==> src/rtl/hpd_pkg.sv <==
package hpd_pkg;
    localparam int HPD_OFS_W     = 4;
    localparam int HPD_CNT_W     = HPD_OFS_W + 1;
    localparam int HPD_DLY_DEPTH = 1 << HPD_OFS_W;

    typedef struct packed {
        logic [HPD_CNT_W-1:0] cnt;
        logic [HPD_OFS_W-1:0] ofs;
        logic                 inv;
        logic                 refo;
    } div_state_t;
endpackage

==> src/rtl/hpd_sync_edge.sv <==
module hpd_sync_edge #(
    parameter int STAGES = 2
) (
    input  logic clk,
    input  logic rst,
    input  logic async_i,
    output logic newer_o,
    output logic fall_o
);
    logic [STAGES-1:0] sync_d, sync_q;

    always_comb begin
        sync_d = {sync_q[STAGES-2:0], async_i};
    end

    always_ff @(posedge clk) begin
        if (rst) sync_q <= '0;
        else     sync_q <= sync_d;
    end

    assign newer_o = sync_q[STAGES-2];
    assign fall_o  = sync_q[STAGES-1] & ~sync_q[STAGES-2];

    // one-cycle pulse
    assert_single_pulse_R10: assert property (@(posedge clk) disable iff (rst)
        fall_o |=> !fall_o);
endmodule

==> src/rtl/hpd_phase_cnt.sv <==
module hpd_phase_cnt
    import hpd_pkg::*;
(
    input  logic                 clk,
    input  logic                 rst,
    input  logic                 fall_i,
    input  logic [HPD_OFS_W-1:0] ofs_i,
    input  logic                 inv_i,
    output logic [HPD_OFS_W-1:0] ofs_o,
    output logic                 ref_o
);
    div_state_t st_d, st_q;

    always_comb begin
        st_d = st_q;
        if (fall_i) begin
            st_d.cnt = HPD_CNT_W'(ofs_i);
            st_d.ofs = ofs_i;
            st_d.inv = inv_i;
        end else begin
            st_d.cnt = st_q.cnt + HPD_CNT_W'(1);
        end
        st_d.refo = st_d.cnt[HPD_CNT_W-1] ^ st_d.inv;
    end

    always_ff @(posedge clk) begin
        if (rst) st_q <= '0;
        else     st_q <= st_d;
    end

    assign ofs_o = st_q.ofs;
    assign ref_o = st_q.refo;

    assert_reload_R3: assert property (@(posedge clk) disable iff (rst)
        fall_i |=> st_q.cnt == HPD_CNT_W'($past(ofs_i)));
    assert_advance_R2: assert property (@(posedge clk) disable iff (rst)
        !fall_i |=> st_q.cnt == HPD_CNT_W'($past(st_q.cnt) + HPD_CNT_W'(1)));
    assert_ctrl_hold_R6: assert property (@(posedge clk) disable iff (rst)
        !fall_i |=> ($stable(st_q.inv) && $stable(st_q.ofs)));
    assert_ref_steady_R4: assert property (@(posedge clk) disable iff (rst)
        (!fall_i && st_q.cnt[HPD_OFS_W-1:0] != {HPD_OFS_W{1'b1}}) |=> $stable(ref_o));
endmodule

==> src/rtl/hpd_sync_delay.sv <==
module hpd_sync_delay
    import hpd_pkg::*;
(
    input  logic                 clk,
    input  logic                 rst,
    input  logic                 sync_i,
    input  logic [HPD_OFS_W-1:0] tap_i,
    output logic                 sync_o
);
    logic [HPD_DLY_DEPTH-1:0] line_d, line_q;

    always_comb begin
        line_d = {line_q[HPD_DLY_DEPTH-2:0], sync_i};
    end

    always_ff @(posedge clk) begin
        if (rst) line_q <= '0;
        else     line_q <= line_d;
    end

    assign sync_o = line_q[tap_i];

    // the first stage follows the input one clock later
    assert_line_entry_R8: assert property (@(posedge clk) disable iff (rst)
        1'b1 |=> line_q[0] == $past(sync_i));
endmodule

==> src/rtl/hsync_phase_div.sv <==
module hsync_phase_div
    import hpd_pkg::*;
#(
    parameter int SYNC_STAGES = 2
) (
    input  logic                 clk,
    input  logic                 rst,
    input  logic                 hsync_async,
    input  logic [HPD_OFS_W-1:0] phase_ofs,
    input  logic                 ref_inv,
    output logic                 ref_clk,
    output logic                 sync_dly
);
    logic                 sync_newer;
    logic                 sync_fall;
    logic [HPD_OFS_W-1:0] ofs_cap;

    hpd_sync_edge #(.STAGES(SYNC_STAGES)) u_edge (
        .clk     (clk),
        .rst     (rst),
        .async_i (hsync_async),
        .newer_o (sync_newer),
        .fall_o  (sync_fall)
    );

    hpd_phase_cnt u_cnt (
        .clk    (clk),
        .rst    (rst),
        .fall_i (sync_fall),
        .ofs_i  (phase_ofs),
        .inv_i  (ref_inv),
        .ofs_o  (ofs_cap),
        .ref_o  (ref_clk)
    );

    hpd_sync_delay u_dly (
        .clk    (clk),
        .rst    (rst),
        .sync_i (sync_newer),
        .tap_i  (ofs_cap),
        .sync_o (sync_dly)
    );
endmodule

==> config.mk <==
export PLATFORM = sky130hd
export DESIGN_NAME = hsync_phase_div
export DESIGN_NICKNAME = d
export VERILOG_FILES = /design/src/rtl/hpd_pkg.sv /design/src/rtl/hpd_sync_edge.sv /design/src/rtl/hpd_phase_cnt.sv /design/src/rtl/hpd_sync_delay.sv /design/src/rtl/hsync_phase_div.sv
export SDC_FILE = /design/constraint.sdc
export NUM_CORES = 1
export LEC_CHECK = 0
export ABC_AREA = 1
export CELL_PAD_IN_SITES_DETAIL_PLACEMENT = 0
export CELL_PAD_IN_SITES_GLOBAL_PLACEMENT = 1
export CORE_MARGIN = 2
export CORE_UTILIZATION = 27
export DETAILED_ROUTE_END_ITERATION = 10
export DONT_BUFFER_PORTS = 1
export PLACE_DENSITY = 0.56
export SKIP_CTS_REPAIR_TIMING = 1
export SLEW_MARGIN = 25
export SYNTH_ARGS = -nofsm -noshare
export SYNTH_HDL_FRONTEND = slang
export SYNTH_HIERARCHICAL = 1
export SYNTH_SLANG_ARGS = --single-unit
==> constraint.sdc <==
create_clock -name clk -period 1.8 [get_ports clk]
set_clock_uncertainty 0.2 [all_clocks]
set_input_delay 0.36 -clock clk [delete_from_list [all_inputs] [get_ports clk]]
set_output_delay 0.36 -clock clk [all_outputs]
set_load 0.05 [all_outputs]
==> impl_metrics.yaml, run 1 <==
status:
  status: "complete, but fails checks"
  violations: "setup timing"
yosys:
  netlist_area_mm2: 0.00121
  syn_area_per_cell_um2: 7.84
  synth_seq_area_share_pct: 48.1
  yosysWarnings: 6
  yosys.cell_types.count: 21
  postSynthCellCount: 154
  syn_nets: 163
  ys_ff_latch: 29
route:
  wirelength_um: 2180
  wl_met3_um: 86
  vias_per_cell: 4.16
  drtAntennaViolNets: 0
  vias: 877
  firstDrtPassIters: 4
  wl_met2_um: 1000
  drc: 0
  top_layer_used: "met4"
  wire_per_inst_um: 10.3
  dr.first_iter.drc_count: 25
  wl_met1_um: 1070
floorplan:
  die-width_um: 70.9
  io_pins: 10
  rows: 24
  dieArea_mm2: 0.00502
  core_mm2: 0.00432
  initial_core_util_pct: 27.9
  fp.dieH_um: 70.9
worst_hold_path:
  min-delay-start: "phase_ofs[0]"
  whs_endpoint: "u_cnt/ofs_o[0]"
  min_delay_path_depth: 2
  hold_path_class: "in2reg"
setup_path:
  worst_path_max_delay_cell: "dfxtp_4"
  critPathKind: "reg2out"
  r2r_start: "u_cnt/st_q[6]"
  cp.depth: 8
  r2r_setup_slack_ps: 450
  path_delay_family: "flip-flops"
  startpoint_type: "register"
  reg2reg_to: "u_cnt/ref_o"
  path_cells: "buf_12 > clkinv_8 > nand2_2 > nand3_2 > nand3_2 > nand3_1 > nand2_2 > buf_12"
  critPathCaptureType: "output pin"
  required_ps: 1240
  cp_slowest_stage_delay_ps: 370
  crit_buf_inv: 3
  r2r_cells: 6
  crit_fanout: 8
  crit_arrival_ps: 1340
timing:
  grt_setup_unrepaired: "true"
  hold_violations: 0
  max_slew_margin_pct: 67.4
  setup_ws_ps: -99.1
  finalSetupViolCount: 1
  max_freq_ghz: 0.527
  tightest_slew_ps: 488
  report.final.slew_viol_count: 0
  period_needed_ps: 1900
  min_period_over_period_pct: 106
  setup_tns_ps: -99.1
  fin_hold_ws_ps: 48.2
global_routing:
  antenna_found_initial: 0
  grt_pass1_wl_um: 3660
  grt_use_total_pct: 9.59
  grt_pass1_vias: 819
  grt.overflow.total: 0
  grt_max_degree: 30
cells_and_area:
  fill_cells: 483
  final_cells: 211
  fin_nets: 167
  mostFrequentLayoutCell: "dfxtp_1"
  diodes: 0
  drive_gt1_share_pct: 27.7
  post-route-util_pct: 33.5
  areaGrowthSynthToFinish_pct: 20.0
  final_cell_mix: "dfxtp_1 (27), inv_1 (23), nand2_1 (21)"
pwr:
  max-vdd-ir-drop_mv: 0.316
  leakage_nw: 0.572
  p_per_area_mw_per_mm2: 887
clock_tree:
  cts_tree: "yes"
  cts-root-buf: "clkbuf_8"
  clock_latency_ps: 270
  clk_pin_slew_ps: 60
  cts_buffers: 5
  htreeDepth: 2
  cts.sinks: 29
  cts_buffer_depth: 2
placed_design:
  place.gp.congestion: 0.731
  dp.cells: 200
  place_hpwl_um: 1460
  numPortBuffers: 0
flow_run:
  drv_cap: 0
## cells by family after synthesis
| family | share of synthesized area, % |
|---|---|
| compound gates | 6.11 |
| fa+ha+maj | 1.04 |
| flops | 48.1 |
| buf+inv | 15.0 |
| simple gates | 29.7 |
## state kept, by name, summed over array words and instances, names as in the netlist
name and flops:
u_cnt/st_q 6, u_dly/line_q 16, u_cnt/ref_o 1, u_edge/sync_q 2, u_cnt/ofs_o 4
## stage by stage
step	area (um2)	total power, mW	setup slack (ps)
5_1_grt	1450	1.36	-162
6_report	1450	1.29	-99.1
2_1_floorplan	1210	0.755	87.1
3_3_place_gp	1250	0.765	195
4_1_cts	1340	1.29	-144
3_5_place_dp	1250	0.766	178
## worst max path at each step
stage / start / endpoint / slack (ps)
after detailed placement: u_cnt/ofs_o[1] / sync_dly / 180
after global routing: u_cnt/ofs_o[0] / sync_dly / -160
after floorplan: u_cnt/ofs_o[0] / sync_dly / 90
after global placement: u_cnt/ofs_o[0] / sync_dly / 190
final: u_cnt/ofs_o[0] / sync_dly / -100
after CTS: u_cnt/ofs_o[1] / sync_dly / -140
## worst reg2reg max path: cells and delay by family, from the launching register on
family,cells,cell delay [ps]
adders and majority gates,1,240
DFF,1,390
and+or+nand+nor,5,410
## cells in the mapped netlist
cell	n	area, um2
inv_8	1	11.3
ha_1	1	12.5
o21ai_0	1	5.00
inv_1	23	86.3
a21oi_4	1	16.3
dfxtp_1	29	581
a21oi_1	9	45.0
inv_6	1	8.76
inv_2	2	7.51
nor2_1	20	75.1
buf_4	4	30.0
nand2_1	25	93.8
nand2_2	7	43.8
nand3_2	3	30.0
buf_6	2	22.5
buf_2	3	15.0
nor2_2	2	12.5
o21a_1	1	7.51
nand2_4	1	11.3
nand4_1	2	12.5
nand3_1	16	80.1
## power breakdown
group	internal (mW)	total, mW	leakage [nW]	switching [mW]
Combinational	0.0445	0.100	0.292	0.0559
Clock	0.266	0.512	0.0439	0.246
Sequential	0.657	0.674	0.237	0.0169
Total	0.967	1.29	0.572	0.319
## routing by layer
layer	vias up	track usage (%)
met3	3	3.56
met1	386	12.5
li1	475	-
met5	-	0
met2	13	14.1
met4	0	4.40
## layout make-up
class / count / area [um2] / share of cell area, %
timing repair buffer: 6 / 103 / 7.08
clock inverter: 3 / 17.5 / 1.21
clock buffer: 5 / 68.8 / 4.75
sequential: 29 / 586 / 40.4
multi-input combinational: 89 / 490 / 33.9
inverter: 27 / 119 / 8.20
tap: 52 / 65.1 / 4.49
(Power assumes the default switching activity.)
==> run 2, diff against run 1 <==
Settings changed: CORE_ASPECT_RATIO set to 1.4.
==> run 2 against run 1 <==
Effect of this change: the flow still finishes with violations (setup timing); maximum frequency is 2.3% higher; count of clock-buffer cells in the layout increased by 1; final cell count up 3.8%; first-iteration DRC count decreased by 16%; via count increased by 3.5%; clock power decreased by 3%; non-clock buffer count unchanged; sequential cell count unchanged; power down 1.5%; combinational power is essentially flat; critical path type unchanged; highest routed layer unchanged.
==> impl_metrics.yaml, run 2 (same netlist as run 1, synthesis figures left out) <==
status:
  status: "complete, but fails checks"
  violations: "setup timing"
route:
  firstDrtPassIters: 4
  wire_per_inst_um: 9.72
  wirelength_um: 2130
  vias_per_cell: 4.15
  vias: 908
  drtAntennaViolNets: 0
  drc: 0
  dr.first_iter.drc_count: 21
cells_and_area:
  diodes: 0
  top_register: "u_dly/line_q"
  areaGrowthSynthToFinish_pct: 16.5
  drive_gt1_share_pct: 22.6
  final_cell_mix: "dfxtp_1 (28), nand2_1 (24), inv_1 (23)"
  final_cells: 219
  post-route-cell-area_mm2: 0.00141
  largest_reg_flops: 16
  fin_nets: 167
  post-route-util_pct: 32.9
  mostFrequentLayoutCell: "dfxtp_1"
timing:
  grt_setup_unrepaired: "true"
  max_freq_ghz: 0.539
  fin_hold_ws_ps: 47.1
  period_needed_ps: 1860
  hold_violations: 0
  min_period_over_period_pct: 103
  setup_tns_ps: -56.6
  setup_ws_ps: -56.6
  tightest_slew_ps: 487
  report.final.slew_viol_count: 0
  finalSetupViolCount: 1
  max_slew_margin_pct: 67.5
global_routing:
  grtUsageMet1_pct: 10.5
  grt-busiest-layer: "met2"
  met2_usage_pct: 15.7
  use_met3_pct: 3.74
  grt_pass1_wl_um: 3630
  grt_pass1_vias: 860
  grt.overflow.total: 0
  grt_use_total_pct: 9.73
  antenna_found_initial: 0
  grt_max_degree: 30
setup_path:
  required_ps: 1240
  critPathKind: "reg2out"
  startpoint_type: "register"
  crit_fanout: 10
  crit_arrival_ps: 1300
  critPathCaptureType: "output pin"
floorplan:
  core_mm2: 0.00427
  fp.dieH_um: 83.1
  dieArea_mm2: 0.00503
  io_pins: 10
  initial_core_util_pct: 28.2
  die-width_um: 60.5
  rows: 28
pwr:
  p_total_mw: 1.27
  p_per_area_mw_per_mm2: 901
  max-vdd-ir-drop_mv: 0.454
  leakage_nw: 0.562
placed_design:
  place_ws_ps: 189
  dp.cells: 209
  numPortBuffers: 0
  place.gp.congestion: 0.732
  place_hpwl_um: 1580
  dpl_cell_area_mm2: 0.00127
worst_hold_path:
  hold_path_class: "in2reg"
flow_run:
  drv_cap: 0
clock_tree:
  cts-root-buf: "clkbuf_8"
  htreeDepth: 2
  cts_tree: "yes"
  cts.sinks: 29
  clk_pin_slew_ps: 60
  cts_buffer_depth: 2
  clock_latency_ps: 280
  cts_buffers: 5
-- run 2: cell count changes in the layout (fill, tap and decap cells not counted), moves of 3 or more --
| cell | before | now |
|---|---|---|
| nand2_1 | 21 | 24 |
| nand2_2 | 11 | 8 |
| nand3_1 | 9 | 12 |
| nand3_2 | 10 | 7 |
-- run 2: worst paths after layout --
kind                                  startpoint          endpoint  slack, ps  depth (start not counted)
worst max register to register     u_cnt/st_q[6]       u_cnt/ref_o        500                          6
worst min-delay path                         rst       u_cnt/ref_o         50                          3
worst max-delay path              u_cnt/ofs_o[0]          sync_dly        -60                          8
worst min register to register  u_dly/line_q[14]  u_dly/line_q[15]        230                          2
-- run 2: final cells by class --
class | count | area [um2]
multi-input cells | 89 | 468
fillers | 478 | 2870
clock inverters | 2 | 10.0
well taps | 60 | 75.1
inverters | 27 | 114
clock buffers | 6 | 72.6
flip-flops and latches | 29 | 582
repair buffers | 6 | 85.1
-- run 2: power breakdown --
part | switching (mW) | total [mW] | internal [mW]
registers | 0.0152 | 0.673 | 0.658
clock network | 0.229 | 0.496 | 0.267
logic | 0.0552 | 0.0975 | 0.0424
-- run 2: worst max-delay path: stages (launching register included) --
cell and delay, ps:
dfxtp_2 320, buf_12 140, inv_8 70, nand2_2 50
nand3_2 60, nand3_2 80, nand3_2 80, nand2_2 60
buf_12 140
-- run 2: metal layers --
| metal | routed length (um) | share of wire [%] | up-vias |
|---|---|---|---|
| met3 | 87 | 4.1 | 6 |
| met1 | 900 | 42 | 410 |
| met2 | 1080 | 51 | 16 |
| li1 | - | - | 476 |
| met5 | 0 | 0 | - |
| met4 | 56 | 2.6 | 0 |
